File: src/rtl/thermal_conv_ctrl.sv
module thermal_conv_ctrl #(
  parameter int CODE_W        = 12,
  parameter int SETTLE_CYCLES = 2880,
  parameter int ADDR_W        = 8
) (
  input  logic              clk,
  input  logic              rst_n,
  input  logic [ADDR_W-1:0] bus_addr,
  input  logic              bus_wr,
  input  logic [31:0]       bus_wdata,
  output logic [31:0]       bus_rdata,
  input  logic              smp_valid,
  input  logic [CODE_W-1:0] smp_code,
  output logic              irq
);
  localparam int ACC_W = CODE_W + 3;
  localparam int SET_W = $clog2(SETTLE_CYCLES + 1);
  localparam logic [ADDR_W-1:0] A_PWR = 'h00, A_TRIG = 'h04, A_CFG = 'h08, A_RES = 'h10,
    A_BUSY = 'h14, A_CMP = 'h18, A_LO = 'h1C, A_HI = 'h20, A_FLG = 'h30, A_IEN = 'h34, A_CLR = 'h38;

  logic              soc_en, pd, sens_en;
  logic [SET_W-1:0]  settle_cnt;
  logic [1:0]        cfg_log2, run_log2;
  logic              cfg_avg, run_avg;
  logic              busy;
  logic [2:0]        smp_cnt;
  logic [ACC_W-1:0]  acc;
  logic [CODE_W-1:0] result, lo_lim, hi_lim;
  logic              cmp_en, adf, cmpf;
  logic [1:0]        ien;

  wire active = sens_en & soc_en & ~pd;
  wire ready  = settle_cnt == SET_W'(SETTLE_CYCLES);
  wire wr_pwr = bus_wr && bus_addr == A_PWR;
  wire wr_clr = bus_wr && bus_addr == A_CLR;
  wire start  = bus_wr && bus_addr == A_TRIG && bus_wdata[0] && ready && !busy;
  wire take   = busy && smp_valid;
  wire [2:0] last_idx = ~(3'b111 << run_log2);
  wire done   = take && smp_cnt == last_idx;
  wire [ACC_W-1:0]  sum = acc + ACC_W'(smp_code);
  wire [ACC_W-1:0]  avg = sum >> run_log2;
  wire [CODE_W-1:0] new_code = run_avg ? avg[CODE_W-1:0] : smp_code;
  wire oor = cmp_en && (new_code < lo_lim || new_code > hi_lim);

  assign irq = cmpf & ien[1];

  always_ff @(posedge clk or negedge rst_n) begin
    if (!rst_n) begin
      soc_en <= 1'b0; pd <= 1'b0; sens_en <= 1'b0;
      settle_cnt <= '0;
      cfg_log2 <= '0; cfg_avg <= 1'b0; run_log2 <= '0; run_avg <= 1'b0;
      busy <= 1'b0; smp_cnt <= '0; acc <= '0; result <= '0;
      lo_lim <= '0; hi_lim <= '0; cmp_en <= 1'b0; ien <= '0;
      adf <= 1'b0; cmpf <= 1'b0;
    end else begin
      if (!active) settle_cnt <= '0;
      else if (!ready) settle_cnt <= settle_cnt + 1'b1;

      if (wr_pwr) begin
        soc_en  <= bus_wdata[2];
        pd      <= bus_wdata[1];
        sens_en <= bus_wdata[0] & (bus_wdata[2] | soc_en);
      end
      if (bus_wr && bus_addr == A_CFG) begin
        cfg_log2 <= bus_wdata[1:0];
        cfg_avg  <= bus_wdata[9];
      end
      if (bus_wr && bus_addr == A_CMP) cmp_en <= bus_wdata[0];
      if (bus_wr && bus_addr == A_LO)  lo_lim <= bus_wdata[CODE_W-1:0];
      if (bus_wr && bus_addr == A_HI)  hi_lim <= bus_wdata[CODE_W-1:0];
      if (bus_wr && bus_addr == A_IEN) ien    <= bus_wdata[1:0];

      if (start) begin
        busy <= 1'b1; smp_cnt <= '0; acc <= '0;
        run_log2 <= cfg_log2; run_avg <= cfg_avg;
      end else if (done) begin
        busy <= 1'b0; result <= new_code;
      end else if (take) begin
        smp_cnt <= smp_cnt + 1'b1; acc <= sum;
      end

      adf  <= done | (adf & ~(wr_clr & bus_wdata[0]));
      cmpf <= (done & oor) | (cmpf & ~(wr_clr & bus_wdata[1]));
    end
  end

  always_comb begin
    bus_rdata = '0;
    case (bus_addr)
      A_PWR:  bus_rdata[2:0] = {soc_en, pd, sens_en};
      A_CFG:  begin bus_rdata[9] = cfg_avg; bus_rdata[1:0] = cfg_log2; end
      A_RES:  bus_rdata[CODE_W-1:0] = result;
      A_BUSY: bus_rdata[0] = busy;
      A_CMP:  bus_rdata[0] = cmp_en;
      A_LO:   bus_rdata[CODE_W-1:0] = lo_lim;
      A_HI:   bus_rdata[CODE_W-1:0] = hi_lim;
      A_FLG:  bus_rdata[1:0] = {cmpf, adf};
      A_IEN:  bus_rdata[1:0] = ien;
      default: bus_rdata = '0;
    endcase
  end
endmodule

File: config.mk
export PLATFORM = sky130hd
export DESIGN_NAME = thermal_conv_ctrl
export DESIGN_NICKNAME = d
export VERILOG_FILES = /design/src/rtl/thermal_conv_ctrl.sv
export SDC_FILE = /design/constraint.sdc
export NUM_CORES = 1
export LEC_CHECK = 0
export ABC_AREA = 1
export BUFFER_PORTS_ARGS = -buffer_cell sky130_fd_sc_hd__buf_4
export CELL_PAD_IN_SITES_DETAIL_PLACEMENT = 1
export CELL_PAD_IN_SITES_GLOBAL_PLACEMENT = 1
export CORE_UTILIZATION = 39
export DETAILED_ROUTE_END_ITERATION = 10
export PLACE_DENSITY_LB_ADDON = 0.1
export SLEW_MARGIN = 30
export SYNTH_ARGS = -nofsm -noshare
export SYNTH_HDL_FRONTEND = slang
export SYNTH_SLANG_ARGS = --single-unit
File: constraint.sdc
create_clock -name clk -period 4.6 [get_ports clk]
set_input_delay 0.92 -clock clk [delete_from_list [all_inputs] [get_ports clk]]
set_output_delay 0.92 -clock clk [all_outputs]
set_load 0.01 [all_outputs]
==> impl_metrics.json, run 1 <==
{
  "dr_wl_met3_um": 409,
  "static-leakage-power_nw": 3.23,
  "seq_area_um2": 2030,
  "start_util_pct": 40.3,
  "die_h_um": 122,
  "synth_cells": 761,
  "cts_buffers": 9,
  "final_cell_mix": "nand2_1 (193), inv_1 (113), dfrtp_1 (81)",
  "path_class": "in2reg",
  "met2_length_mm": 7.84,
  "vias": 5132,
  "cts_setup_buffers": 0,
  "drv_cap": 0,
  "syn_area_per_cell_um2": 7.43,
  "syn-cell-area_um2": 5660,
  "power_density_nw_per_um2": 277,
  "met1_length_mm": 7.63,
  "cts_resized": 0,
  "period_needed_ns": 3.94,
  "vias_per_cell": 5.20,
  "max-clock-path-buffers": 2,
  "nFillCells": 1762,
  "die-area_um2": 15000,
  "worstSetupEndpointType": "flip-flop",
  "async_flop_share_pct": 100,
  "holdWs_ns": 0.488,
  "ir_drop_uv": 214,
  "finish.utilization_pct": 45.9,
  "drive_gt1_share_pct": 13.3,
  "yosysSeqAreaShare_pct": 35.8,
  "critPathArrivalTime_ns": 4.18,
  "dr.first_iter.drc_count": 185,
  "rsz0062_at_grt": "false",
  "fin_cells": 987,
  "final-hold-violation-count": 0,
  "worst_setup_path_start_kind": "input port",
  "routedWlPerCell_um": 16.2,
  "clock.fmax_mhz": 254,
  "worst_slew_pin_slew_ns": 0.805,
  "grt_pass1_vias": 5494,
  "cts_tree": "built",
  "clk-insertion-delay-late_ns": 0.35,
  "synth_seq_cells": 81,
  "routed.top_layer": "met4",
  "grt_overflow_total": 0,
  "postRouteAntennaNets": 0,
  "placedCellCount": 971,
  "min_path_type": "reg2reg",
  "cp.required_ns": 4.84,
  "gr-usage-all-layers_pct": 23.1,
  "fin_setup_tns_ns": 0,
  "design_area_um2": 6450,
  "final_nets": 897,
  "antenna_found_initial": 0,
  "grt_pass1_wl_mm": 26.8,
  "synth_edf_count": 0,
  "clk_pin_slew_ns": 0.07,
  "fin_crit_sh_pct": 85.7,
  "cts_max_level": 3,
  "synthToLayoutAreaGrowth_pct": 14.0,
  "synthFlopType": "dfrtp_1",
  "fin_skew_ns": 0.00957,
  "setup_viol": 0,
  "n_antenna_cell": 0,
  "rows": 43,
  "drtPass1Iterations": 4,
  "clockRootBuffer": "clkbuf_16",
  "clock-sinks": 81,
  "dp_hpwl_mm": 12.2,
  "total_power_mw": 1.79,
  "yosysUniqueCellTypes": 51,
  "postCtsHoldBufs": 0,
  "pin_count": 89,
  "status": "complete, no violations",
  "port_buffers": 48,
  "grt_max_degree": 58,
  "final_common_cell": "nand2_1",
  "drc_errors": 0,
  "slew_headroom_pct": 46.1,
  "yosys_warnings": 0,
  "maxSlewViolCount": 0,
  "placed_cell_area_um2": 6090,
  "setup_ws_ns": 0.657,
  "die_w_um": 122,
  "place.gp.congestion": 0.883,
  "pre_cts_slack_ns": 0.267,
  "core_um2": 14000,
  "cp_max_fo": 3,
  "multiInputGateArea_um2": 3020,
  "routed_wl_mm": 16.0
}
==> area by class of cell <==
class / count / area share (%)
Sequential cell: 81 / 31.4
Inverter: 116 / 6.75
Clock inverter: 6 / 1.79
Tap cell: 180 / 3.49
Timing Repair Buffer: 51 / 5.94
Clock buffer: 10 / 3.71
Multi-Input combinational cell: 543 / 46.9
==> logic make-up (layout without fill, tap and decap cells) <==
kind of cell / Yosys count / after routing / share of synthesized area, %
xor gates and xnor gates: 8 / 8 / 1.37
and+or+nand+nor: 322 / 322 / 25.6
DFF: 81 / 81 / 35.8
adders and majority gates: 39 / 39 / 8.76
other: 1 / 20 / 0.0663
buffers and inverters: 156 / 183 / 12.1
AOI/OAI and AO/OA: 153 / 153 / 16.1
muxes: 1 / 1 / 0.177
==> synthesized netlist by cell type (4+ instances only) <==
cell / instances / area share (%)
o21ai_0: 63 / 5.6
nand4_1: 6 / 0.66
buf_2: 11 / 0.97
xor2_1: 5 / 0.77
nand3_1: 51 / 4.5
nand2_2: 7 / 0.77
o22ai_1: 5 / 0.55
nand3_2: 5 / 0.88
nor3_1: 12 / 1.1
nor2_1: 32 / 2.1
buf_4: 22 / 2.9
a21oi_1: 32 / 2.8
clkbuf_1: 6 / 0.40
nor3_2: 4 / 0.71
ha_1: 38 / 8.4
inv_1: 113 / 7.5
o21ai_1: 14 / 1.2
o221ai_1: 8 / 1.2
nand2_1: 193 / 13
or2_2: 4 / 0.44
dfrtp_1: 81 / 36
==> path summary, 6_finish.rpt <==
| check | startpoint | end | slack, ns | depth (start not counted) |
|---|---|---|---|---|
| max | smp_code[0] | cmpf | 0.66 | 25 |
| min | lo_lim[4] | lo_lim[4] | 0.49 | 2 |
| max reg2reg | acc[0] | cmpf | 0.98 | 24 |
| min reg2reg | lo_lim[4] | lo_lim[4] | 0.49 | 2 |
| max in group asynchronous | rst_n | lo_lim[6] | 3.10 | 2 |
| min in group asynchronous | rst_n | settle_cnt[3] | 0.65 | 1 |
==> metal layers <==
metal	track usage [%]	vias up
met1	29.1	2521
met4	5.18	0
met5	0	-
met3	4.69	13
met2	40.4	65
li1	-	2533
==> critical path, stage by stage <==
cell	delay, ns
buf_4	0.10
ha_1	0.18
inv_1	0.06
fa_1	0.41
inv_1	0.12
nand3_1	0.07
nand2_1	0.12
nand3_1	0.10
nand3_2	0.12
xor2_1	0.27
nand2_1	0.13
nand2_1	0.09
nand2_1	0.05
nand2_1	0.07
nand2_1	0.11
ha_1	0.32
nand2_1	0.07
inv_1	0.07
nand3_1	0.07
nor3_1	0.25
nand3_1	0.11
o21ai_0	0.16
nand2_1	0.09
nand2_1	0.06
nand2_1	0.05
==> sequential cells by signal, summed over array words and instances, names as in the netlist, 2 cells and up <==
name        flops
acc            15
hi_lim         12
lo_lim         12
result         12
settle_cnt     12
smp_cnt         3
cfg_log2        2
ien             2
run_log2        2
==> power by group <==
| part | internal [mW] | total (mW) | leakage (nW) | switching [mW] |
|---|---|---|---|---|
| Sequential | 0.727 | 0.735 | 1.07 | 0.00881 |
| Combinational | 0.0664 | 0.186 | 1.99 | 0.119 |
| Clock | 0.547 | 0.867 | 0.169 | 0.319 |
Power figures use the tool's default switching activity.
==> inputs of run 2 (changes only) <==
--- a/config.mk
+++ b/config.mk
@@ -9,7 +9,7 @@
 export BUFFER_PORTS_ARGS = -buffer_cell sky130_fd_sc_hd__buf_4
 export CELL_PAD_IN_SITES_DETAIL_PLACEMENT = 1
 export CELL_PAD_IN_SITES_GLOBAL_PLACEMENT = 1
-export CORE_UTILIZATION = 39
+export CORE_UTILIZATION = 38
 export DETAILED_ROUTE_END_ITERATION = 10
 export PLACE_DENSITY_LB_ADDON = 0.1
 export SLEW_MARGIN = 30
==> constraint.sdc (replaced) <==
create_clock -name clk -period 3.2 [get_ports clk]
set_input_delay 0.64 -clock clk [delete_from_list [all_inputs] [get_ports clk]]
set_output_delay 0.64 -clock clk [all_outputs]
set_load 0.01 [all_outputs]
==> impl_metrics.json, run 2 (synthesis results as in run 1) <==
{
  "gr-usage-all-layers_pct": 25.0,
  "rsz0062_at_grt": "true",
  "max_stage_delay_ns": 0.35,
  "drv_cap": 0,
  "pre_cts_slack_ns": -0.568,
  "clockRootBuffer": "clkbuf_16",
  "synthToLayoutAreaGrowth_pct": 33.6,
  "grt_pass1_wl_mm": 29.4,
  "die-area_um2": 15400,
  "final_nets": 981,
  "setup_ws_ns": -0.132,
  "cts_max_level": 3,
  "grt_max_degree": 82,
  "die_w_um": 124,
  "min_path_type": "in2async",
  "clock.fmax_mhz": 300,
  "clock-sinks": 81,
  "r2r_slack_ns": -0.13,
  "place.gp.congestion": 0.862,
  "max-clock-path-buffers": 2,
  "grt_pass1_vias": 5980,
  "worst_slew_pin_slew_ns": 0.833,
  "final_cell_mix": "nand2_1 (171), buf_4 (131), inv_1 (103)",
  "fin_crit_sh_pct": 104,
  "nFillCells": 1819,
  "drtPass1Iterations": 4,
  "worst_setup_path_start_kind": "input port",
  "power_density_nw_per_um2": 326,
  "clk_pin_slew_ns": 0.07,
  "cp.required_ns": 3.43,
  "core_um2": 14500,
  "cp_max_fo": 2,
  "top_register": "acc",
  "failed_checks": "setup timing",
  "finish.utilization_pct": 52.0,
  "port_buffers": 48,
  "dr.first_iter.drc_count": 199,
  "cts_tree": "built",
  "pin_count": 89,
  "n_antenna_cell": 0,
  "die_h_um": 124,
  "final-hold-violation-count": 0,
  "antenna_found_initial": 0,
  "maxSlewViolCount": 0,
  "cts_buffers": 9,
  "reg2reg_to": "cmpf",
  "vias": 5508,
  "worstSetupEndpointType": "flip-flop",
  "regToRegStartpoint": "acc[0]",
  "slowest_stage": "fa_2",
  "postCtsHoldBufs": 0,
  "rows": 44,
  "clk-insertion-delay-late_ns": 0.35,
  "vias_per_cell": 5.13,
  "slew_headroom_pct": 44.5,
  "fin_skew_ns": 0.0117,
  "routed_wl_mm": 18.2,
  "largest_register_ffs": 15,
  "dp_hpwl_mm": 13.1,
  "start_util_pct": 38.9,
  "setup_viol": 1,
  "postRouteAntennaNets": 0,
  "static-leakage-power_nw": 3.66,
  "ff2ff_path_depth": 24,
  "ir_drop_uv": 322,
  "period_needed_ns": 3.33,
  "grt_overflow_total": 0,
  "drc_errors": 0,
  "routedWlPerCell_um": 16.9,
  "path_class": "in2reg",
  "crit_family": "simple AND/OR/NAND/NOR gates",
  "drive_gt1_share_pct": 31.3,
  "critPathArrivalTime_ns": 3.56,
  "final_common_cell": "nand2_1",
  "status": "complete, but fails checks",
  "critPathBufInv": 5
}
run 2: cell types whose count changed in the layout (fill, tap and decap cells not counted), sizes merged:
cell      before  now
buf           51  135
bufinv         3    0
clkbuf        10   11
clkinvlp       1    2
run 2: where the power goes:
part	internal [mW]	leakage, nW	total (mW)	switching [mW]
combinational	0.180	2.45	0.403	0.223
clock	0.564	0.134	1.00	0.439
sequential	1.04	1.07	1.06	0.0131
run 2: cell type report:
| class | instances | area, um^2 | area share (%) |
|---|---|---|---|
| clock buffer | 11 | 253 | 3.34 |
| clock inverter | 4 | 28.8 | 0.381 |
| inverter | 116 | 435 | 5.76 |
| multi-input combinational | 543 | 3560 | 47.0 |
| sequential | 81 | 2030 | 26.8 |
| tap | 184 | 230 | 3.05 |
| timing repair buffer | 135 | 1030 | 13.6 |
run 2: how the worst max path moves through the flow:
stage                 from  endpoint  slack [ns]  cells past startpoint
6_report       smp_code[0]      cmpf       -0.13                     25
5_1_grt             acc[0]      cmpf       -0.27                     24
4_1_cts             acc[0]      cmpf       -0.09                     24
3_5_place_dp   smp_code[0]      cmpf       -0.57                     25
3_3_place_gp   smp_code[0]      cmpf       -0.40                     25
2_1_floorplan  smp_code[0]      cmpf        0.03                     24
run 2: metal layers:
metal	global-route usage (%)	part of all wire, %
met1	31.8	46
met5	0	0
met2	43.2	50
met4	8.26	2.0
met3	3.71	2.3
run 2: worst reg2reg max path: cells and delay by family, from the launching register on:
kind,cells,cell delay (ns)
adders and majority gates,3,0.74
DFF,1,0.38
buffers and inverters,4,0.30
and+or+nand+nor,11,0.91
AOI/OAI and AO/OA,6,0.89
run 2: per-stage QoR:
stage	setup TNS (ns)	area [um^2]	std cells	hold WS, ns	power [mW]
global placement	-0.401	6650	1047	0.463	1.39
floorplan	0	5740	780	0.344	1.24
finish	-0.132	7560	1074	0.285	2.46
CTS	-0.0897	7240	1075	0.386	2.44
global route	-0.273	7560	1074	0.380	2.58
detailed placement	-0.568	6650	1047	0.467	1.40
run 2: what timing repair did:
action / in CTS / in global routing
endpoints found under the setup margin: 1 / 2
setup buffers: 13 / 1
pin swaps: 38 / 42
resized for setup: 44 / 64
==> inputs of run 3 (changes only) <==
--- a/config.mk
+++ b/config.mk
@@ -12,6 +12,7 @@
 export CORE_UTILIZATION = 38
 export DETAILED_ROUTE_END_ITERATION = 10
 export PLACE_DENSITY_LB_ADDON = 0.1
+export SKIP_LAST_GASP = 1
 export SLEW_MARGIN = 30
 export SYNTH_ARGS = -nofsm -noshare
 export SYNTH_HDL_FRONTEND = slang
==> impl_metrics.json, run 3 (synthesis results as in run 1) <==
{
  "status": "complete, but fails checks",
  "failed_checks": "setup timing",
  "max_stage_delay_ns": 0.35,
  "routed_wl_mm": 18.2,
  "clk-insertion-delay-late_ns": 0.35,
  "path_class": "in2reg",
  "routedWlPerCell_um": 16.9,
  "drtPass1Iterations": 4,
  "port_buffers": 48,
  "clock-sinks": 81,
  "gr-usage-all-layers_pct": 25.0,
  "fin_skew_ns": 0.0123,
  "pin_count": 89,
  "final_cell_mix": "nand2_1 (171), buf_4 (131), inv_1 (103)",
  "critPathArrivalTime_ns": 3.54,
  "clockRootBuffer": "clkbuf_16",
  "cp_max_fo": 2,
  "die_w_um": 124,
  "max-clock-path-buffers": 2,
  "worstSetupEndpointType": "flip-flop",
  "synthToLayoutAreaGrowth_pct": 33.5,
  "placed_cell_area_um2": 6650,
  "rows": 44,
  "placedCellCount": 1047,
  "cp.required_ns": 3.43,
  "regToRegStartpoint": "acc[0]",
  "static-leakage-power_nw": 3.65,
  "dr.first_iter.drc_count": 195,
  "ir_drop_uv": 322,
  "power_density_nw_per_um2": 326,
  "core_um2": 14500,
  "grt_pass1_wl_mm": 29.4,
  "antenna_found_initial": 0,
  "min_path_type": "in2async",
  "fin_setup_tns_ns": -0.113,
  "slowest_stage": "fa_2",
  "cts_max_level": 3,
  "period_needed_ns": 3.31,
  "final_nets": 981,
  "final-hold-violation-count": 0,
  "worst_setup_path_start_kind": "input port",
  "clk_pin_slew_ns": 0.07,
  "postCtsHoldBufs": 0,
  "r2r_slack_ns": -0.11,
  "cts_buffers": 9,
  "top_register": "acc",
  "setup_viol": 1,
  "fin_cells": 1074,
  "setup_ws_ns": -0.113,
  "place.gp.congestion": 0.862,
  "design_area_um2": 7560,
  "fin_crit_sh_pct": 104,
  "grt_max_degree": 82,
  "drc_errors": 0,
  "die_h_um": 124,
  "n_antenna_cell": 0,
  "maxSlewViolCount": 0,
  "postRouteAntennaNets": 0,
  "worst_slew_pin_slew_ns": 0.839,
  "cts_tree": "built",
  "drv_cap": 0,
  "vias": 5521,
  "final_common_cell": "nand2_1",
  "slew_headroom_pct": 44.0,
  "dp_hpwl_mm": 13.1,
  "largest_register_ffs": 15,
  "clock.fmax_mhz": 302,
  "start_util_pct": 38.9,
  "ff2ff_path_depth": 24,
  "rsz0062_at_grt": "true",
  "drive_gt1_share_pct": 31.2,
  "reg2reg_to": "cmpf",
  "grt_pass1_vias": 5979,
  "die-area_um2": 15400,
  "vias_per_cell": 5.14,
  "grt_overflow_total": 0
}
[run 3: changes by cell type in the layout (fill, tap and decap cells not counted)]
cell,delta
and2_1,+1
and2_4,-1
[run 3: cell type report]
cell class	instances	area [um^2]
clock buffer	11	253
clock inverter	4	28.8
fill	1818	6980
inverter	116	435
multi-input combinational	543	3550
sequential	81	2030
tap	184	230
timing repair buffer	135	1030
[run 3: timing repair]
action,CTS,global route
endpoints found under the setup margin,1,2
pin swaps,38,43
hold endpoints to repair,0,0
resized for setup,40,67
buffers inserted,13,1
[run 3: worst max path at each step]
| stage | from | endpoint | cells past startpoint |
|---|---|---|---|
| floorplan | smp_code[0] | cmpf | 24 |
| global placement | smp_code[0] | cmpf | 25 |
| detailed placement | smp_code[0] | cmpf | 25 |
| CTS | acc[0] | cmpf | 24 |
| global route | acc[0] | cmpf | 24 |
| finish | smp_code[0] | cmpf | 25 |
[run 3: stage by stage]
step                      worst slack, ns  hold WS, ns  total power, mW  util (%)
after floorplan                    0.0292        0.344             1.24         -
after global placement             -0.401        0.463             1.39      45.8
after detailed placement           -0.568        0.467             1.40      45.8
after global routing               -0.261        0.385             2.58      52.0
final                              -0.113        0.287             2.46      52.0
after CTS                         -0.0939        0.386             2.44      49.6
[run 3: power by group]
part,internal [mW],total (mW),leakage [nW],switching (mW)
combinational,0.180,0.403,2.45,0.223
sequential,1.04,1.06,1.07,0.0131
clock,0.564,1.00,0.134,0.438
total,1.79,2.46,3.65,0.674
[run 3: worst max-delay path: cells and delay by family]
| family | cells | cell delay [ns] |
|---|---|---|
| buf+inv | 5 | 0.38 |
| compound gates | 6 | 0.88 |
| fa+ha+maj | 3 | 0.72 |
| simple gates | 11 | 0.90 |
[run 3: metal layers]
metal	GRT usage (%)	routed length, um
met1	31.8	8310
met2	43.2	9080
met3	3.71	417
met4	8.26	359
met5	0	0
